### config.mk
export PLATFORM = sky130hd
export DESIGN_NAME = evt_period_timer
export DESIGN_NICKNAME = d
export VERILOG_FILES = /design/src/rtl/ept_pkg.sv /design/src/rtl/ept_regs.sv /design/src/rtl/ept_core.sv /design/src/rtl/ept_rep.sv /design/src/rtl/evt_period_timer.sv
export SDC_FILE = /design/constraint.sdc
export NUM_CORES = 1
export LEC_CHECK = 0
export ABC_AREA = 1
export BUFFER_PORTS_ARGS = -buffer_cell sky130_fd_sc_hd__buf_4
export CAP_MARGIN = 30
export CORE_ASPECT_RATIO = 1.4
export CORE_MARGIN = 8
export CORE_UTILIZATION = 60
export CTS_CLUSTER_SIZE = 30
export DETAILED_ROUTE_END_ITERATION = 6
export GPL_TIMING_DRIVEN = 0
export PLACE_DENSITY = 0.91
export SYNTH_ARGS = -nofsm -noshare
export SYNTH_HDL_FRONTEND = slang
export SYNTH_SLANG_ARGS = --single-unit
export TNS_END_PERCENT = 100
### constraint.sdc
create_clock -name clk -period 2.2 [get_ports clk]
set_clock_uncertainty 0.1 [all_clocks]
set_input_delay 0.22 -clock clk [delete_from_list [all_inputs] [get_ports clk]]
set_output_delay 0.22 -clock clk [all_outputs]
set_load 0.03 [all_outputs]
### src/rtl/ept_pkg.sv
package ept_pkg;

    localparam int ADDR_W = 3;

    typedef enum logic [1:0] {
        MODE_FREE   = 2'd0,
        MODE_ONE_NR = 2'd1,
        MODE_ONE_RT = 2'd2,
        MODE_RSV    = 2'd3
    } ept_mode_e;

    localparam logic [ADDR_W-1:0] ADR_CTRL = 3'd0;
    localparam logic [ADDR_W-1:0] ADR_PER  = 3'd1;
    localparam logic [ADDR_W-1:0] ADR_REP  = 3'd2;
    localparam logic [ADDR_W-1:0] ADR_MASK = 3'd3;
    localparam logic [ADDR_W-1:0] ADR_CLR  = 3'd4;
    localparam logic [ADDR_W-1:0] ADR_CMD  = 3'd5;

endpackage

### src/rtl/ept_regs.sv
module ept_regs
    import ept_pkg::*;
#(
    parameter int              CNT_W   = 16,
    parameter int              REP_W   = 8,
    parameter int              NUM_EVT = 4,
    parameter logic [CNT_W-1:0] PER_RST = '1
) (
    input  logic               clk,
    input  logic               rst_n,
    input  logic               wr_en,
    input  logic [ADDR_W-1:0]  wr_addr,
    input  logic [CNT_W-1:0]   wr_data,
    input  logic               rep_evt,
    output logic               en,
    output ept_mode_e          mode,
    output logic               hold,
    output logic [NUM_EVT-1:0] mask,
    output logic [CNT_W-1:0]   per_act,
    output logic [REP_W-1:0]   rep_act,
    output logic [REP_W-1:0]   rep_pre,
    output logic               flag,
    output logic               irq,
    output logic               sr_cmd,
    output logic               rep_ld
);

    typedef struct packed {
        logic               en;
        ept_mode_e          mode;
        logic               hold;
        logic               irq_en;
        logic [NUM_EVT-1:0] mask;
        logic [CNT_W-1:0]   per_pre;
        logic [CNT_W-1:0]   per_act;
        logic [REP_W-1:0]   rep_pre;
        logic [REP_W-1:0]   rep_act;
        logic               flag;
    } regs_t;

    regs_t s_d, s_q;
    logic  direct_ok;

    always_comb begin
        s_d       = s_q;
        direct_ok = !s_q.en && !s_q.hold;
        sr_cmd    = 1'b0;
        rep_ld    = 1'b0;
        if (wr_en) begin
            case (wr_addr)
                ADR_CTRL: begin
                    s_d.en     = wr_data[0];
                    s_d.mode   = ept_mode_e'(wr_data[2:1]);
                    s_d.hold   = wr_data[3];
                    s_d.irq_en = wr_data[4];
                end
                ADR_PER: begin
                    s_d.per_pre = wr_data;
                    if (direct_ok) s_d.per_act = wr_data;
                end
                ADR_REP: begin
                    s_d.rep_pre = wr_data[REP_W-1:0];
                    if (direct_ok) begin
                        s_d.rep_act = wr_data[REP_W-1:0];
                        rep_ld      = 1'b1;
                    end
                end
                ADR_MASK: s_d.mask = wr_data[NUM_EVT-1:0];
                ADR_CLR:  if (wr_data[0]) s_d.flag = 1'b0;
                ADR_CMD: begin
                    if (wr_data[0]) begin
                        s_d.en = 1'b0;
                        sr_cmd = 1'b1;
                    end
                end
                default: ;
            endcase
        end
        if (rep_evt) begin
            s_d.flag = 1'b1;
            if (!s_q.hold) begin
                s_d.per_act = s_q.per_pre;
                s_d.rep_act = s_q.rep_pre;
            end
        end
    end

    always_ff @(posedge clk or negedge rst_n) begin
        if (!rst_n) begin
            s_q         <= '0;
            s_q.mode    <= MODE_FREE;
            s_q.per_pre <= PER_RST;
            s_q.per_act <= PER_RST;
        end else begin
            s_q <= s_d;
        end
    end

    assign en      = s_q.en;
    assign mode    = s_q.mode;
    assign hold    = s_q.hold;
    assign mask    = s_q.mask;
    assign per_act = s_q.per_act;
    assign rep_act = s_q.rep_act;
    assign rep_pre = s_q.rep_pre;
    assign flag    = s_q.flag;
    assign irq     = s_q.flag && s_q.irq_en;

endmodule

### src/rtl/ept_core.sv
module ept_core
    import ept_pkg::*;
#(
    parameter int CNT_W   = 16,
    parameter int NUM_EVT = 4
) (
    input  logic               clk,
    input  logic               rst_n,
    input  logic               en,
    input  ept_mode_e          mode,
    input  logic [NUM_EVT-1:0] mask,
    input  logic [NUM_EVT-1:0] evt_in,
    input  logic [CNT_W-1:0]   per_act,
    input  logic               sr_cmd,
    output logic [CNT_W-1:0]   cnt,
    output logic               per_hit,
    output logic               rst_pulse,
    output logic               shot
);

    localparam logic [CNT_W-1:0] ONE = CNT_W'(1);

    typedef struct packed {
        logic [CNT_W-1:0] cnt;
        logic             shot;
        logic             rst_p;
    } core_t;

    core_t s_d, s_q;
    logic  evt_hit;
    logic  one_shot;
    logic  run;

    always_comb begin
        evt_hit  = |(evt_in & mask);
        one_shot = (mode == MODE_ONE_NR) || (mode == MODE_ONE_RT);
        run      = en && (one_shot ? s_q.shot : 1'b1);
        per_hit  = run && (s_q.cnt == per_act);

        s_d       = s_q;
        s_d.rst_p = 1'b0;
        if (sr_cmd) begin
            s_d.cnt  = '0;
            s_d.shot = 1'b0;
        end else if (!en) begin
            s_d.shot = 1'b0;
        end else begin
            case (mode)
                MODE_ONE_NR: begin
                    if (!s_q.shot) begin
                        if (evt_hit) begin
                            s_d.shot  = 1'b1;
                            s_d.cnt   = '0;
                            s_d.rst_p = 1'b1;
                        end
                    end else if (per_hit) begin
                        s_d.shot = 1'b0;
                    end else begin
                        s_d.cnt = s_q.cnt + ONE;
                    end
                end
                MODE_ONE_RT: begin
                    if (evt_hit) begin
                        s_d.shot  = 1'b1;
                        s_d.cnt   = '0;
                        s_d.rst_p = 1'b1;
                    end else if (s_q.shot) begin
                        if (per_hit) s_d.shot = 1'b0;
                        else         s_d.cnt  = s_q.cnt + ONE;
                    end
                end
                default: begin
                    if (evt_hit || per_hit) begin
                        s_d.cnt   = '0;
                        s_d.rst_p = 1'b1;
                    end else begin
                        s_d.cnt = s_q.cnt + ONE;
                    end
                end
            endcase
        end
    end

    always_ff @(posedge clk or negedge rst_n) begin
        if (!rst_n) s_q <= '0;
        else        s_q <= s_d;
    end

    assign cnt       = s_q.cnt;
    assign rst_pulse = s_q.rst_p;
    assign shot      = s_q.shot;

endmodule

### src/rtl/ept_rep.sv
module ept_rep #(
    parameter int REP_W = 8
) (
    input  logic             clk,
    input  logic             rst_n,
    input  logic             per_hit,
    input  logic             hold,
    input  logic [REP_W-1:0] rep_act,
    input  logic [REP_W-1:0] rep_pre,
    input  logic             ld,
    input  logic [REP_W-1:0] ld_val,
    output logic             rep_evt,
    output logic             upd
);

    localparam logic [REP_W-1:0] ONE = REP_W'(1);

    typedef struct packed {
        logic [REP_W-1:0] dn;
    } rep_t;

    rep_t s_d, s_q;

    always_comb begin
        rep_evt = per_hit && (s_q.dn == '0);
        upd     = rep_evt && !hold;
        s_d     = s_q;
        if (ld) begin
            s_d.dn = ld_val;
        end else if (per_hit) begin
            if (rep_evt) s_d.dn = hold ? rep_act : rep_pre;
            else         s_d.dn = s_q.dn - ONE;
        end
    end

    always_ff @(posedge clk or negedge rst_n) begin
        if (!rst_n) s_q <= '0;
        else        s_q <= s_d;
    end

endmodule

### src/rtl/evt_period_timer.sv
module evt_period_timer
    import ept_pkg::*;
#(
    parameter int               CNT_W   = 16,
    parameter int               REP_W   = 8,
    parameter int               NUM_EVT = 4,
    parameter logic [CNT_W-1:0] PER_RST = '1
) (
    input  logic               clk,
    input  logic               rst_n,
    input  logic               wr_en,
    input  logic [ADDR_W-1:0]  wr_addr,
    input  logic [CNT_W-1:0]   wr_data,
    input  logic [NUM_EVT-1:0] evt_in,
    output logic [CNT_W-1:0]   cnt_o,
    output logic               per_pulse_o,
    output logic               rst_pulse_o,
    output logic               upd_pulse_o,
    output logic               rep_flag_o,
    output logic               rep_irq_o
);

    logic               en_w;
    ept_mode_e          mode_w;
    logic               hold_w;
    logic [NUM_EVT-1:0] mask_w;
    logic [CNT_W-1:0]   per_act_w;
    logic [REP_W-1:0]   rep_act_w;
    logic [REP_W-1:0]   rep_pre_w;
    logic               sr_cmd_w;
    logic               rep_ld_w;
    logic               rep_evt_w;
    logic               per_hit_w;
    logic               shot_w;

    ept_regs #(
        .CNT_W(CNT_W), .REP_W(REP_W), .NUM_EVT(NUM_EVT), .PER_RST(PER_RST)
    ) regs_i (
        .clk(clk), .rst_n(rst_n),
        .wr_en(wr_en), .wr_addr(wr_addr), .wr_data(wr_data),
        .rep_evt(rep_evt_w),
        .en(en_w), .mode(mode_w), .hold(hold_w), .mask(mask_w),
        .per_act(per_act_w), .rep_act(rep_act_w), .rep_pre(rep_pre_w),
        .flag(rep_flag_o), .irq(rep_irq_o),
        .sr_cmd(sr_cmd_w), .rep_ld(rep_ld_w)
    );

    ept_core #(
        .CNT_W(CNT_W), .NUM_EVT(NUM_EVT)
    ) core_i (
        .clk(clk), .rst_n(rst_n),
        .en(en_w), .mode(mode_w), .mask(mask_w), .evt_in(evt_in),
        .per_act(per_act_w), .sr_cmd(sr_cmd_w),
        .cnt(cnt_o), .per_hit(per_hit_w), .rst_pulse(rst_pulse_o),
        .shot(shot_w)
    );

    ept_rep #(
        .REP_W(REP_W)
    ) rep_i (
        .clk(clk), .rst_n(rst_n),
        .per_hit(per_hit_w), .hold(hold_w),
        .rep_act(rep_act_w), .rep_pre(rep_pre_w),
        .ld(rep_ld_w), .ld_val(wr_data[REP_W-1:0]),
        .rep_evt(rep_evt_w), .upd(upd_pulse_o)
    );

    assign per_pulse_o = per_hit_w;

endmodule

Word-level counts from Yosys, hierarchy flattened
Cells that the tools add are included.
{"block": "totals", "output_inout_bits": 21, "regBits": 84, "in_bits": 26}
{"block": "op_classes", "bitwise": 1, "n_mux": 41, "n_reduce_logical": 26, "eq_ne": 12, "add_sub_neg": 2}
{"operator": "two-way mux 16 bit", "count": 8}
{"operator": "two-way mux 17 bit", "count": 4}
{"operator": "two-way mux 8 bit", "count": 6}
{"operator": "two-way mux 33 bit", "count": 1}
{"operator": "case mux 16 bit (2 select lines)", "count": 1}
{"operator": "two-way mux 18 bit", "count": 1}
{"operator": "adder 16 x 1 -> 16 bit (second input constant)", "count": 1}
{"operator": "== test 16 bit", "count": 1}
{"operator": "two-way mux 1 bit", "count": 16}
{"operator": "inequality test 4 x 1 -> 1 bit (second input constant)", "count": 3}
{"operator": "nonzero test 2 bit", "count": 6}
{"operator": "two-way mux 9 bit", "count": 1}
{"operator": "AND reduction 3 bit", "count": 3}
{"operator": "zero test 8 bit", "count": 1}
{"operator": "AND reduction 2 bit", "count": 4}
{"operator": "subtractor 8 x 1 -> 8 bit (second input constant)", "count": 1}
{"operator": "== test 3 x 2 -> 1 bit (second input constant)", "count": 2}
{"operator": "== test 3 bit (second input constant)", "count": 2}
{"operator": "logical AND 1 bit", "count": 6}
{"operator": "case mux 1 bit (2 select lines)", "count": 3}
{"operator": "bitwise AND 4 bit", "count": 1}
{"operator": "OR reduction 4 bit", "count": 1}
{"operator": "== test 3 x 1 -> 1 bit (second input constant)", "count": 1}
{"operator": "zero test 3 bit", "count": 1}
{"operator": "5 further kinds", "count": 7}

Depth between registers and ports, before layout
{"block": "logic_depth", "depth_word": 11, "mapped_depth": 15, "mapped_depth_nobuf": 15}

Modules after synthesis
Synthesis repeated with hierarchy kept, for this count alone.
{"block": "hier_totals", "hier_cells": 774, "area_unflattened_um2": 5619.1}
{"module": "ept_regs", "cells_per_inst": 363, "n_inst": 1, "seq_area_each_um2": 1491.4, "area_each_um2": 3072.9}
{"module": "ept_core", "cells_per_inst": 295, "n_inst": 1, "seq_area_each_um2": 450.4, "area_each_um2": 1798.0}
{"module": "ept_rep", "cells_per_inst": 116, "n_inst": 1, "seq_area_each_um2": 200.2, "area_each_um2": 748.2}

Least setup slack after synthesis
No wires, ideal clock.
{"block": "synth_timing", "path_kind": "register to register", "start": "register regs_i.mode[0] (netlist name)", "end": "register core_i.s_q (netlist bit core_i.cnt[11])", "arrival_time_ps": 1903, "setup_slack_ps": 79, "path_stages_with_launch": 15, "synth_period_minus_slack_ps": 2121, "n_path_buf": 1, "cell_sequence": "dfrtp_1 > inv_1 > ha_1 > inv_1 > nand2_1 > nand2_1 > nor2_1 > nand2_1 > nor2_4 > nand3_4 > buf_6 > inv_1 > a21oi_1 > nand3_1 > nand2_1"}
{"block": "synth_between", "elab_chain_len": 11}
{"item": "== test 2 x 1 -> 1 bit / == test 2 bit (equally long branches)", "line": "ept_core.sv:36", "text": "one_shot = (mode == MODE_ONE_NR) || (mode == MODE_ONE_RT);"}
{"item": "logical OR 1 bit (*)", "line": "ept_core.sv:36"}
{"item": "two-way mux 1 bit (*)", "line": "ept_core.sv:37", "text": "run = en && (one_shot ? s_q.shot : 1'b1);"}
{"item": "logical AND 1 bit (*)", "line": "ept_core.sv:37"}
{"item": "logical AND 1 bit (*)", "line": "ept_core.sv:38", "text": "per_hit = run && (s_q.cnt == per_act);"}
{"item": "net per_pulse_o", "line": "evt_period_timer.sv:16", "text": "output logic per_pulse_o,"}
{"item": "two-way mux 16 bit"}
{"item": "two-way mux 17 bit (2 in series)"}
{"item": "case mux 16 bit (2 select lines) (*)", "line": "ept_core.sv:48", "text": "case (mode)"}
{"item": "two-way mux 16 bit (*)", "line": "ept_core.sv:45", "text": "end else if (!en) begin"}
{"item": "two-way mux 17 bit (*)", "line": "ept_core.sv:42", "text": "if (sr_cmd) begin"}
{"item": "to (signal assigned)", "line": "ept_core.sv:85", "text": "if (!rst_n) s_q <= '0;"}
{"item": "to (signal assigned)", "line": "ept_core.sv:86", "text": "else s_q <= s_d;"}
{"item": "to (decl)", "line": "ept_core.sv:29", "text": "core_t s_d, s_q;"}
The timed path passes the listed nets; every way through them passes the cells marked *. The select of a mux whose other input is x is not followed.
A chain may end at the register's enable or synchronous reset.

Worst setup path in the final report
{"block": "layout_timing", "start": "register core_i.s_q (netlist bit core_i.cnt[0])", "end": "output upd_pulse_o"}
{"block": "layout_between", "elab_chain_len": 4}
{"item": "== test 16 bit", "line": "ept_core.sv:38"}
{"item": "logical AND 1 bit", "line": "ept_core.sv:38"}
{"item": "logical AND 1 bit", "line": "ept_rep.sv:25", "text": "rep_evt = per_hit && (s_q.dn == '0);"}
{"item": "logical AND 1 bit", "line": "ept_rep.sv:26", "text": "upd = rep_evt && !hold;"}
{"item": "to (decl)", "line": "evt_period_timer.sv:18", "text": "output logic upd_pulse_o,"}
No other way between the ends.

==> metrics.yaml <==
status:
  outcome: "complete, but fails checks"
  violations: "setup timing"
grt:
  grt_max_degree: 64
  antenna_found_initial: 0
  grt_usage_pct: 26.2
  grt_overflow: 0
  grt_pass1_vias: 5198
  grt_first_pass_wirelength_um: 24400
clocking:
  clock_path_buffers: 2
  cts_made_buffers: 9
  clk_latency_ns: 0.34
  htreeDepth: 3
  cts_tree: "yes"
  clkTransAtPathRegs_ns: 0.06
  cts_root_buffer: "clkbuf_16"
  cts.sinks: 84
routing:
  drt_wl_total_um: 17200
  dr_wl_met3_um: 1350
  postRouteAntennaNets: 0
  wl_met1_um: 5860
  drt_pass1_iterations: 5
  drtIter0Drc: 460
  vias: 5242
  post_drt_wl_per_cell_um: 19.8
  met2_length_um: 8790
  post_drt_via_cell_ratio: 6.02
  maxUsedRoutingLayer: "met4"
  drcViolationCount: 0
placement:
  gp_congestion: 0.949
  placed_area_mm2: 0.00558
  io_buffers: 46
  place_ws_ns: -0.247
  dp_hpwl_um: 10800
sta:
  setup_viol: 37
  rsz0062_at_grt: "yes"
  period_share_pct: 110
  relSlewSlack_pct: 64.8
  period_minus_slack_ns: 2.41
  hold_viol: 0
  tightest_slew_ns: 0.528
  fmax_mhz: 414
  maxSlewViolCount: 0
  final.setup.worst_slack_ns: -0.213
setup_path:
  cp-end-kind: "output pin"
  cp_max_fo: 6
  crit_type: "reg -> out"
  reg2reg_depth: 14
  worstPathRequired_ns: 1.88
  worstSetupStartpointType: "register"
  arrival_ns: 2.09
die:
  io_pins: 47
  rows: 39
  die_h_um: 125
  fp.coreArea_mm2: 0.00820
  die-width_um: 93.7
  initial_core_util_pct: 61.9
  dieArea_mm2: 0.0117
logic_synthesis:
  netlist_area_mm2: 0.00507
  seq_area_frac_synth_pct: 42.2
  synth_top_area_cell: "dfrtp_1"
  synth_cells: 681
  syn_avg_cell_area_um2: 7.45
  synthTopCellsByCount: "219 x nand2_1, 72 x inv_1, 59 x nor2_1, 52 x dfrtp_1, 50 x o21ai_0"
  syn-num-nets: 711
  ys.flop_type: "dfrtp_1"
  synthTopCellsByArea: "dfrtp_1 26%, dfstp_2 17%, nand2_1 16%"
  ys_ff_latch: 84
  synth.yosys.warnings: 0
  synth.most_common_cell: "nand2_1"
  synth_edf_count: 0
  post_synth_num_cell_types: 37
  async_flop_share_pct: 100
  synth.top_cell.area_share_pct: 25.7
hold_path:
  whs_path_depth: 2
  hold_class: "in -> reg"
pwr:
  p_leak_nw: 3.15
  powerDensity_mw_per_mm2: 792
  ir_worst_vdd_uv: 697
final_layout:
  fill_cells: 495
  syn_to_final_growth_pct: 28.1
  nNetsFinal: 795
  fin_area_mm2: 0.00649
  drive_above_1_share_pct: 31.2
  antennaDiodeCount: 0
run:
  max-cap-violations: 0
==> through the flow <==
step                      hold slack (ns)  power (W)  util (%)  std cells  TNS [ns]
final                              0.0292    0.00515      79.2        871     -3.58
after global routing               0.0235    0.00537      79.2        871     -6.41
after detailed placement           0.0385    0.00337      68.0        831     -3.49
after global placement              0.355    0.00328      67.6        829     -2.93
after floorplan                    -0.176    0.00297         -        681         0
after CTS                          0.0183    0.00489      73.2        856    -0.432
==> cells by family (layout without fill, tap and decap cells) <==
kind of cell    Yosys count  count (layout)  synth area share, %
flops                    84              84                 42.2
buf+inv                  99             187                 8.46
xor+xnor                 12              12                 2.07
fa+ha+maj                 4               4                0.987
simple gates            357             357                 30.4
mux                      17              17                 3.70
compound gates          108             108                 12.1
==> flip-flops by register name, summed over array words and instances (netlist names), 2 cells and up <==
name / cells
core_i.cnt: 16
regs_i.mask: 4
regs_i.mode: 2
regs_i.per_act: 16
regs_i.rep_act: 8
regs_i.rep_pre: 8
regs_i.s_q: 17
rep_i.s_q: 8
==> power breakdown <==
group / total (W) / internal, W / switching, W
logic: 0.00149 / 0.000570 / 0.000916
clock network: 0.00145 / 0.000823 / 0.000626
registers: 0.00221 / 0.00193 / 0.000276
total: 0.00515 / 0.00333 / 0.00182
==> path summary, 6_finish.rpt <==
check                               startpoint                end  slack, ns
worst max-delay path             core_i.cnt[0]        upd_pulse_o      -0.21
worst min-delay path               wr_data[12]     regs_i.s_q[45]       0.03
worst max register to register   core_i.cnt[0]  regs_i.rep_act[5]      -0.17
worst min register to register  regs_i.s_q[53]     regs_i.s_q[53]       0.39
max in group asynchronous                rst_n     regs_i.s_q[47]       1.10
min in group asynchronous                rst_n      core_i.cnt[1]       0.22
==> per-layer routing <==
| metal | vias to the layer above | global-route usage, % |
|---|---|---|
| li1 | 2336 | - |
| met1 | 2476 | 26.0 |
| met2 | 324 | 45.0 |
| met3 | 106 | 6.15 |
| met4 | 0 | 20.5 |
| met5 | - | 0 |
==> critical path: stages, from the launching register on <==
cell     delay (ns)
dfrtp_2        0.44
inv_1          0.12
nand2_1        0.20
nand2_1        0.11
nor2_1         0.09
nand2_1        0.10
nor2_2         0.14
nand3_4        0.15
nor2_4         0.14
nand2_4        0.07
inv_4          0.06
buf_6          0.12
==> placed cells by master (no fill, tap or decap), types with 6 or more instances in the layout <==
| master | n |
|---|---|
| nand2_1 | 210 |
| o21ai_1 | 7 |
| o21ai_0 | 49 |
| nand4_1 | 6 |
| nor2_2 | 6 |
| nand2_2 | 7 |
| dfstp_2 | 32 |
| nor2_4 | 21 |
| a21oi_1 | 21 |
| mux2_2 | 14 |
| a21oi_2 | 16 |
| nor3_1 | 7 |
| o211ai_1 | 6 |
| buf_4 | 61 |
| nand3_1 | 36 |
| dfrtp_1 | 49 |
| inv_2 | 10 |
| clkbuf_16 | 13 |
| clkbuf_1 | 7 |
| xor2_1 | 9 |
| nor2_1 | 47 |
| inv_1 | 65 |
==> area by class of cell <==
type / count / area (um^2) / area share [%]
Multi-Input combinational cell: 498 / 2780 / 42.7
Sequential cell: 84 / 2150 / 33.0
Timing Repair Buffer: 74 / 681 / 10.5
Inverter: 80 / 317 / 4.87
Clock buffer: 12 / 256 / 3.95
Buffer: 18 / 169 / 2.60
Tap cell: 102 / 128 / 1.96
Clock inverter: 3 / 22.5 / 0.347
==> what timing repair did <==
action	CTS	global route
endpoints found under the setup margin	51	50
cloned	0	4
resized for setup	19	79
hold buffers	1	0
pin swaps	8	7
hold endpoints to repair	21	0
setup buffers	10	12
No activity file was read; power rests on OpenSTA's default activity.
